==> src/rtl/sched_pkg.sv <==
package sched_pkg;

   typedef enum logic [1:0] {
      SCH_ARRIVAL = 2'd0,
      SCH_RANKED  = 2'd1,
      SCH_FEWEST  = 2'd2,
      SCH_ALT     = 2'd3
   } sched_mode_e;

   function automatic int unsigned max_of(input int unsigned a, input int unsigned b);
      return (a > b) ? a : b;
   endfunction

endpackage

==> src/rtl/sched_req_store.sv <==
module sched_req_store #(
   parameter int unsigned DEPTH = 16,
   parameter int unsigned TW    = 3,
   parameter int unsigned GW    = 8,
   localparam int unsigned IW   = $clog2(DEPTH),
   localparam int unsigned OW   = $clog2(DEPTH + 1)
) (
   input  logic                         clk,
   input  logic                         rst_n,
   input  logic                         push_i,
   input  logic [TW-1:0]                push_thr_i,
   input  logic [GW-1:0]                push_tag_i,
   input  logic                         pop_i,
   input  logic [IW-1:0]                pop_idx_i,
   output logic [DEPTH-1:0]             vld_o,
   output logic [DEPTH-1:0][TW-1:0]     thr_o,
   output logic [DEPTH-1:0][GW-1:0]     tag_o,
   output logic [OW-1:0]                occ_o
);

   logic [DEPTH-1:0]         vld_q, vld_sh, vld_n;
   logic [DEPTH-1:0][TW-1:0] thr_q, thr_sh, thr_n;
   logic [DEPTH-1:0][GW-1:0] tag_q, tag_sh, tag_n;
   logic [OW-1:0]            occ_q, occ_n, tail;

   // Entry 0 is always the oldest: removal closes the gap by shifting.
   for (genvar g = 0; g < DEPTH; g++) begin : g_slot
      logic moves;
      assign moves = pop_i && (pop_idx_i <= IW'(g));
      if (g == DEPTH - 1) begin : g_last
         assign vld_sh[g] = moves ? 1'b0 : vld_q[g];
         assign thr_sh[g] = moves ? '0 : thr_q[g];
         assign tag_sh[g] = moves ? '0 : tag_q[g];
      end else begin : g_mid
         assign vld_sh[g] = moves ? vld_q[g+1] : vld_q[g];
         assign thr_sh[g] = moves ? thr_q[g+1] : thr_q[g];
         assign tag_sh[g] = moves ? tag_q[g+1] : tag_q[g];
      end
   end

   always_comb begin
      vld_n = vld_sh;
      thr_n = thr_sh;
      tag_n = tag_sh;
      tail  = occ_q - OW'(pop_i);
      if (push_i) begin
         vld_n[tail[IW-1:0]] = 1'b1;
         thr_n[tail[IW-1:0]] = push_thr_i;
         tag_n[tail[IW-1:0]] = push_tag_i;
      end
      occ_n = occ_q + OW'(push_i) - OW'(pop_i);
   end

   always_ff @(posedge clk) begin
      if (!rst_n) begin
         vld_q <= '0;
         thr_q <= '0;
         tag_q <= '0;
         occ_q <= '0;
      end else begin
         vld_q <= vld_n;
         thr_q <= thr_n;
         tag_q <= tag_n;
         occ_q <= occ_n;
      end
   end

   assign vld_o = vld_q;
   assign thr_o = thr_q;
   assign tag_o = tag_q;
   assign occ_o = occ_q;

   p_no_overflow_r5: assert property (@(posedge clk) disable iff (!rst_n)
      occ_q <= OW'(DEPTH))
      else $error("occupancy beyond depth");

   p_pop_nonempty_r7: assert property (@(posedge clk) disable iff (!rst_n)
      pop_i |-> vld_q[pop_idx_i])
      else $error("removal of an empty slot");

endmodule

==> src/rtl/sched_thread_counters.sv <==
module sched_thread_counters #(
   parameter int unsigned NTHR = 8,
   parameter int unsigned CW   = 5,
   localparam int unsigned TW  = $clog2(NTHR)
) (
   input  logic                     clk,
   input  logic                     rst_n,
   input  logic                     inc_i,
   input  logic [TW-1:0]            inc_thr_i,
   input  logic                     dec_i,
   input  logic [TW-1:0]            dec_thr_i,
   output logic [NTHR-1:0][CW-1:0]  cnt_o
);

   for (genvar t = 0; t < NTHR; t++) begin : g_thr
      logic          up, dn;
      logic [CW-1:0] cnt_q;
      assign up = inc_i && (inc_thr_i == TW'(t));
      assign dn = dec_i && (dec_thr_i == TW'(t));
      always_ff @(posedge clk) begin
         if (!rst_n) cnt_q <= '0;
         else        cnt_q <= cnt_q + CW'(up) - CW'(dn);
      end
      assign cnt_o[t] = cnt_q;

      p_no_underflow_r6: assert property (@(posedge clk) disable iff (!rst_n)
         (dn && !up) |-> (cnt_q != '0))
         else $error("pending count underflow");
   end

endmodule

==> src/rtl/sched_pick.sv <==
module sched_pick
   import sched_pkg::*;
#(
   parameter int unsigned DEPTH = 16,
   parameter int unsigned NTHR  = 8,
   parameter int unsigned RANKW = 3,
   parameter int unsigned CW    = 5,
   localparam int unsigned TW   = $clog2(NTHR),
   localparam int unsigned IW   = $clog2(DEPTH),
   localparam int unsigned KW   = max_of(RANKW, CW)
) (
   input  logic                        clk,
   input  logic                        rst_n,
   input  sched_mode_e                 mode_i,
   input  logic [NTHR*RANKW-1:0]       rank_i,
   input  logic [NTHR-1:0][CW-1:0]     cnt_i,
   input  logic [DEPTH-1:0]            vld_i,
   input  logic [DEPTH-1:0][TW-1:0]    thr_i,
   output logic                        any_o,
   output logic [IW-1:0]               sel_o
);

   logic [DEPTH-1:0][KW-1:0] key;

   for (genvar g = 0; g < DEPTH; g++) begin : g_key
      logic [RANKW-1:0] rank_of;
      logic [CW-1:0]    load_of;
      assign rank_of = rank_i[thr_i[g]*RANKW +: RANKW];
      assign load_of = cnt_i[thr_i[g]];
      always_comb begin
         unique case (mode_i)
            SCH_RANKED: key[g] = KW'(rank_of);
            SCH_FEWEST: key[g] = KW'(load_of);
            default:    key[g] = '0;
         endcase
      end
   end

   // Strict less-than on an age-ordered scan: equal keys keep the oldest.
   always_comb begin
      logic [KW-1:0] best;
      best  = '0;
      any_o = 1'b0;
      sel_o = '0;
      for (int i = 0; i < DEPTH; i++) begin
         if (vld_i[i] && (!any_o || key[i] < best)) begin
            best  = key[i];
            sel_o = IW'(i);
            any_o = 1'b1;
         end
      end
   end

   p_sel_live_r2: assert property (@(posedge clk) disable iff (!rst_n)
      any_o |-> vld_i[sel_o])
      else $error("selected slot is empty");

endmodule

==> src/rtl/bank_rank_sched.sv <==
module bank_rank_sched
   import sched_pkg::*;
#(
   parameter int unsigned DEPTH = 16,
   parameter int unsigned NTHR  = 8,
   parameter int unsigned RANKW = 3,
   parameter int unsigned TAGW  = 8,
   localparam int unsigned TW   = $clog2(NTHR),
   localparam int unsigned CW   = $clog2(DEPTH + 1),
   localparam int unsigned IW   = $clog2(DEPTH)
) (
   input  logic                   clk,
   input  logic                   rst_n,
   input  logic [1:0]             sched_mode,
   input  logic [NTHR*RANKW-1:0]  rank_in,
   input  logic                   enq_valid,
   output logic                   enq_ready,
   input  logic [TW-1:0]          enq_thread,
   input  logic [TAGW-1:0]        enq_tag,
   output logic                   srv_valid,
   input  logic                   srv_ready,
   output logic [TW-1:0]          srv_thread,
   output logic [TAGW-1:0]        srv_tag,
   output logic [NTHR*CW-1:0]     pend_cnt
);

   initial begin
      if (DEPTH < 2)  $fatal(1, "DEPTH must be at least 2");
      if (NTHR < 2)   $fatal(1, "NTHR must be at least 2");
      if (RANKW < 1)  $fatal(1, "RANKW must be at least 1");
      if (TAGW < 1)   $fatal(1, "TAGW must be at least 1");
   end

   sched_mode_e               mode;
   logic [DEPTH-1:0]          vld;
   logic [DEPTH-1:0][TW-1:0]  thr;
   logic [DEPTH-1:0][TAGW-1:0] tag;
   logic [CW-1:0]             occ;
   logic [NTHR-1:0][CW-1:0]   cnt;
   logic                      any;
   logic [IW-1:0]             sel;
   logic                      enq_fire, srv_fire;

   assign mode      = sched_mode_e'(sched_mode);
   assign enq_ready = (occ != CW'(DEPTH));
   assign enq_fire  = enq_valid && enq_ready;
   assign srv_valid = any;
   assign srv_fire  = any && srv_ready;
   assign srv_thread = thr[sel];
   assign srv_tag    = tag[sel];
   assign pend_cnt   = cnt;

   sched_req_store #(.DEPTH(DEPTH), .TW(TW), .GW(TAGW)) i_store (
      .clk        (clk),
      .rst_n      (rst_n),
      .push_i     (enq_fire),
      .push_thr_i (enq_thread),
      .push_tag_i (enq_tag),
      .pop_i      (srv_fire),
      .pop_idx_i  (sel),
      .vld_o      (vld),
      .thr_o      (thr),
      .tag_o      (tag),
      .occ_o      (occ)
   );

   sched_thread_counters #(.NTHR(NTHR), .CW(CW)) i_counts (
      .clk       (clk),
      .rst_n     (rst_n),
      .inc_i     (enq_fire),
      .inc_thr_i (enq_thread),
      .dec_i     (srv_fire),
      .dec_thr_i (srv_thread),
      .cnt_o     (cnt)
   );

   sched_pick #(.DEPTH(DEPTH), .NTHR(NTHR), .RANKW(RANKW), .CW(CW)) i_pick (
      .clk    (clk),
      .rst_n  (rst_n),
      .mode_i (mode),
      .rank_i (rank_in),
      .cnt_i  (cnt),
      .vld_i  (vld),
      .thr_i  (thr),
      .any_o  (any),
      .sel_o  (sel)
   );

   logic [CW+TW-1:0] cnt_sum;
   always_comb begin
      cnt_sum = '0;
      for (int t = 0; t < NTHR; t++) cnt_sum = cnt_sum + (CW+TW)'(cnt[t]);
   end

   p_count_sum_r6: assert property (@(posedge clk) disable iff (!rst_n)
      cnt_sum == (CW+TW)'(occ))
      else $error("pending counts disagree with occupancy");

   p_offer_has_load_r6: assert property (@(posedge clk) disable iff (!rst_n)
      srv_valid |-> (cnt[srv_thread] != '0))
      else $error("offered thread has no pending count");

   p_hold_offer_r7: assert property (@(posedge clk) disable iff (!rst_n)
      ($past(srv_valid && !srv_ready && !enq_fire) && $stable(sched_mode) && $stable(rank_in))
      |-> (srv_valid && $stable(srv_tag) && $stable(srv_thread)))
      else $error("offer changed while stalled");

endmodule

==> config.mk <==
export PLATFORM = sky130hd
export DESIGN_NAME = bank_rank_sched
export DESIGN_NICKNAME = d
export VERILOG_FILES = /design/src/rtl/sched_pkg.sv /design/src/rtl/sched_req_store.sv /design/src/rtl/sched_thread_counters.sv /design/src/rtl/sched_pick.sv /design/src/rtl/bank_rank_sched.sv
export SDC_FILE = /design/constraint.sdc
export NUM_CORES = 1
export LEC_CHECK = 0
export ABC_CLOCK_PERIOD_IN_PS = 40000
export CAP_MARGIN = 10
export CORE_ASPECT_RATIO = 0.7
export CORE_MARGIN = 5
export CORE_UTILIZATION = 46
export CTS_CLUSTER_DIAMETER = 100
export DETAILED_ROUTE_END_ITERATION = 8
export MAX_ROUTING_LAYER = met4
export REMOVE_ABC_BUFFERS = 1
export SLEW_MARGIN = 40
export SYNTH_ARGS = -nofsm -noshare
export SYNTH_HDL_FRONTEND = slang
export SYNTH_HIERARCHICAL = 1
export SYNTH_SLANG_ARGS = --single-unit
export TNS_END_PERCENT = 20
==> constraint.sdc <==
create_clock -name clk -period 40 [get_ports clk]
set_input_delay 4 -clock clk [delete_from_list [all_inputs] [get_ports clk]]
set_output_delay 4 -clock clk [all_outputs]
set_load 0.005 [all_outputs]
==> results of run 1 <==
## metal layers
metal | track usage | share of wire | up-vias
met3 | 0.1305 | 0.17 | 213
met4 | 0.08058 | 0.030 | 0
met5 | - | 0 | -
li1 | - | - | 9984
met1 | 0.4670 | 0.41 | 11640
met2 | 0.4398 | 0.39 | 1826
## power groups by stage
stage	registers, mW	clock network [mW]	logic [mW]
global placement	0.413	0	1.68
detailed placement	0.418	0	1.72
finish	0.421	0.236	1.84
floorplan	0.417	0	1.11
global route	0.426	0.248	1.94
CTS	0.413	0.238	1.73
## final timing paths
check,to,slack (ns),depth (start not counted)
setup reg to reg,i_counts/g_thr[0].cnt_q[4],7.90,153
setup / recovery,srv_thread[2],1.91,143
hold / removal,i_store/tag_o[3],0.48,2
hold reg to reg,i_store/tag_o[3],0.48,2
## kinds of logic after synthesis
logic type / share of synthesized area
AOI/OAI and AO/OA: 0.1736
and+or+nand+nor: 0.1255
muxes: 0.3743
buffers and inverters: 0.06571
DFF: 0.1905
adders and majority gates: 0.06199
xor gates and xnor gates: 0.008340
## registers in the layout, summed over array words and instances (netlist names)
signal / flops
i_store/tag_o: 128
i_store/thr_o: 48
i_counts/g_thr.cnt_q: 40
i_store/vld_o: 16
i_store/occ_o: 5
## Yosys cell counts, drive strengths merged, types with 7 or more instances
master / number
buf: 95
nor3b: 8
a221oi: 12
a31oi: 92
a21oi: 110
nor2: 160
clkbuf: 187
o211ai: 23
a211oi: 23
nand4: 30
o21bai: 10
nand3: 72
or3: 7
a22oi: 63
nor2b: 17
inv: 93
xor2: 10
nor3: 15
nand2b: 24
mux4: 282
mux2: 114
o21ai: 211
and3: 9
nand2: 250
xnor2: 12
dfxtp: 237
ha: 109
fa: 9
o22ai: 15
mux2i: 160
a21o: 33
o21a: 13
and2: 28
or2: 12
## what timing repair did
item | in CTS | in global routing
hold buffers | 0 | 0
gates resized for setup | 0 | 40
setup buffers | 0 | 2
endpoints found under the setup margin | 0 | 11
## per-stage QoR
step | std cells | hold slack (ns) | worst slack [ns]
after CTS | 3333 | 0.4777 | 0.6301
final | 3340 | 0.4791 | 1.906
after global placement | 3280 | 0.4573 | 1.434
after floorplan | 2350 | 0.4434 | 2.765
after global routing | 3340 | 0.4903 | 0.05413
after detailed placement | 3287 | 0.4684 | 0.7425
## layout by cell type, fill, tap and decap left out, drive strengths merged, types with 5 or more instances in the layout
cell | netlist | final
a31oi | 92 | 92
nor3 | 15 | 15
a22oi | 63 | 63
xnor2 | 12 | 12
o21ai | 211 | 211
a2111oi | 6 | 6
inv | 93 | 93
nand2b | 24 | 24
ha | 109 | 109
or3 | 7 | 7
nand2 | 250 | 250
xor2 | 10 | 10
o22ai | 15 | 15
fa | 9 | 9
a221oi | 12 | 12
nor4 | 5 | 5
dfxtp | 237 | 237
nand3 | 72 | 72
a21o | 33 | 33
or2 | 12 | 12
nor3b | 8 | 8
mux2i | 160 | 160
clkdlybuf4s50 | 0 | 87
nand4 | 30 | 30
clkbuf | 187 | 43
and2 | 28 | 28
a21oi | 110 | 110
mux4 | 282 | 282
nor2b | 17 | 17
a211oi | 23 | 23
a21boi | 6 | 6
buf | 95 | 123
o31ai | 6 | 6
mux2 | 114 | 114
o21bai | 10 | 10
o211ai | 23 | 23
and3 | 9 | 9
o21a | 13 | 13
nor2 | 160 | 160
## worst min-delay path: cells and delay by family, from the launching register on
kind	cells	cell delay, ns
flops	1	0.31
compound gates	1	0.07
simple gates	1	0.05
## layout make-up
class | count | area share
multi-input cells | 2018 | 0.6823
clock inverters | 5 | 0.002094
well taps | 730 | 0.03323
clock buffers | 41 | 0.02758
inverters | 95 | 0.01297
repair buffers | 214 | 0.06855
flip-flops and latches | 237 | 0.1733
==> metrics.md, run 1 <==
| Metric | Value |
|---|---|
| Global-route wire length before repair | `144,700 um` |
| Worst slew margin | `0.3737` |
| Slew of the pin with the lowest slew margin | `0.9366 ns` |
| Ant diodes | `0` |
| Hold Crit Start | `i_store/tag_o[3]` |
| Area contributors post-synth | `mux4_2 23%, dfxtp_1 19%, mux2i_1 6.4%` |
| Period minus WS final | `38.09 ns` |
| Max_cap viols | `0` |
| CP Launch Type | `input pin` |
| Power Internal | `1.170 mW` |
| Cell Pwr Density | `90.99 mW/mm^2` |
| Filler cells | `4,996` |
| Prevailing post-synth register cell | `dfxtp_1` |
| Sequential cell area fraction in the yosys report | `0.1905` |
| Area Growth Syn to Fin | `10.37%` |
| Detailed Routing Iterations Pass 1 | `5` |
| Pwr Total | `2.501 mW` |
| Fin Clk Skew | `0.01707 ns` |
| Worst Setup SP | `rank_in[22]` |
| Area taken by multi-input logic gates | `0.01875 sq mm` |
| Async S/R FF share, synth | `0` |
| Startpoint of the worst register-to-register path | `i_store/thr_o[3]` |
| RSZ-0062 raised after global routing | `no` |
| CP Class | `in -> out` |
| Via Count | `23,660` |
| Most frequent CP cell | `a21oi_1` |
| Share of cells above drive strength 1 | `0.2444` |
| Syn. warnings | `6` |
| CP max stage cell | `clkdlybuf4s50_1` |
| Net switching power | `1.331 mW` |
| Clock transition at path regs | `0.06 ns` |
| Fmax | `0.02625 GHz` |
| Cells after synthesis | `2,632` |
| Fin nets | `2,751` |
| Initial Utilization | `0.4642` |
| CP top delay family | `compound AO/OA/AOI/OAI gates` |
| Die Y | `204.7 um` |
| Arrival time at the worst endpoint | `34.09 ns` |
| Sw Ratio | `0.5321` |
| Syn Area/Cell | `9.462 sq um` |
| Die X | `288.1 um` |
| Sink Count | `237` |
| WL/cell | `29.83 um` |
| PortBufs | `93` |
| DRC viols | `0` |
| Final GP Congestion | `0.9791` |
| Seq pwr share | `0.168` |
| Crit path buf inv count | `11` |
| Vias in the first global route | `22,080` |
| Routed WL | `99,640 um` |
| Synth Cell Area | `0.02491 sq mm` |
| Status | `finished, final reports clean` |
| CTS tree | `built` |
| Synth cell types | `107` |
| VDD IR max | `0.00008295 V` |
| DR iter-0 viols | `3,566` |
| Largest net degree at the start of global routing | `83` |
| Post-synth EDFFs | `0` |
| Die Area | `0.05897 sq mm` |
| Max stage delay on crit path | `0.51 ns` |
| Register area | `0.004763 sq mm` |
| Initial antenna violation count | `2` |
| CTS root buf | `clkbuf_16` |
| Finished Cell Area | `0.02749 sq mm` |
| Final Hold Viols | `0` |
| Crit-path max FO | `16` |
| Worst setup EP type | `output port` |
| Seq cells post-synth | `237` |
| Number of max-slew violations in the final report | `0` |
| Post-DP HPWL | `69,100 um` |
| IO Pins | `94` |
| Core box area | `0.05366 sq mm` |
| Htree depth | `1` |
| Area leader, netlist | `mux4_2` |
| Top-area cell type share of the netlist area | `0.2342` |
| Avg Vias per Cell | `7.085` |
| Clock power frac | `0.094` |
| Fin util | `0.5123` |
| Fin crit share | `0.9523` |
| Gr usage total | `0.3298` |
| Leak | `9.621 nW` |
| Combinational Power Share | `0.737` |
| # setup viols final | `0` |
| CTS Buf Count | `26` |
| WP data required | `36.00 ns` |
| Congestion Overflow GR | `0` |
| Setup_tns | `0 ns` |
| Worst Hold Class | `reg -> reg` |
| Core Rows | `71` |
| Antenna-violating nets left | `0` |
| DP Area | `0.02645 sq mm` |
| CTS max path bufs | `3` |
| Clk Latency, worst-skew pair | `0.55 ns` |
(Power assumes the default switching activity.)
==> run 2: changes to the inputs <==
--- a/config.mk
+++ b/config.mk
@@ -6,7 +6,6 @@
 export NUM_CORES = 1
 export LEC_CHECK = 0
 export ABC_CLOCK_PERIOD_IN_PS = 40000
-export CAP_MARGIN = 10
 export CORE_ASPECT_RATIO = 0.7
 export CORE_MARGIN = 5
 export CORE_UTILIZATION = 46
==> results of run 2 <==
Same layout as run 1: the final DEF is identical, and so are final timing and power.
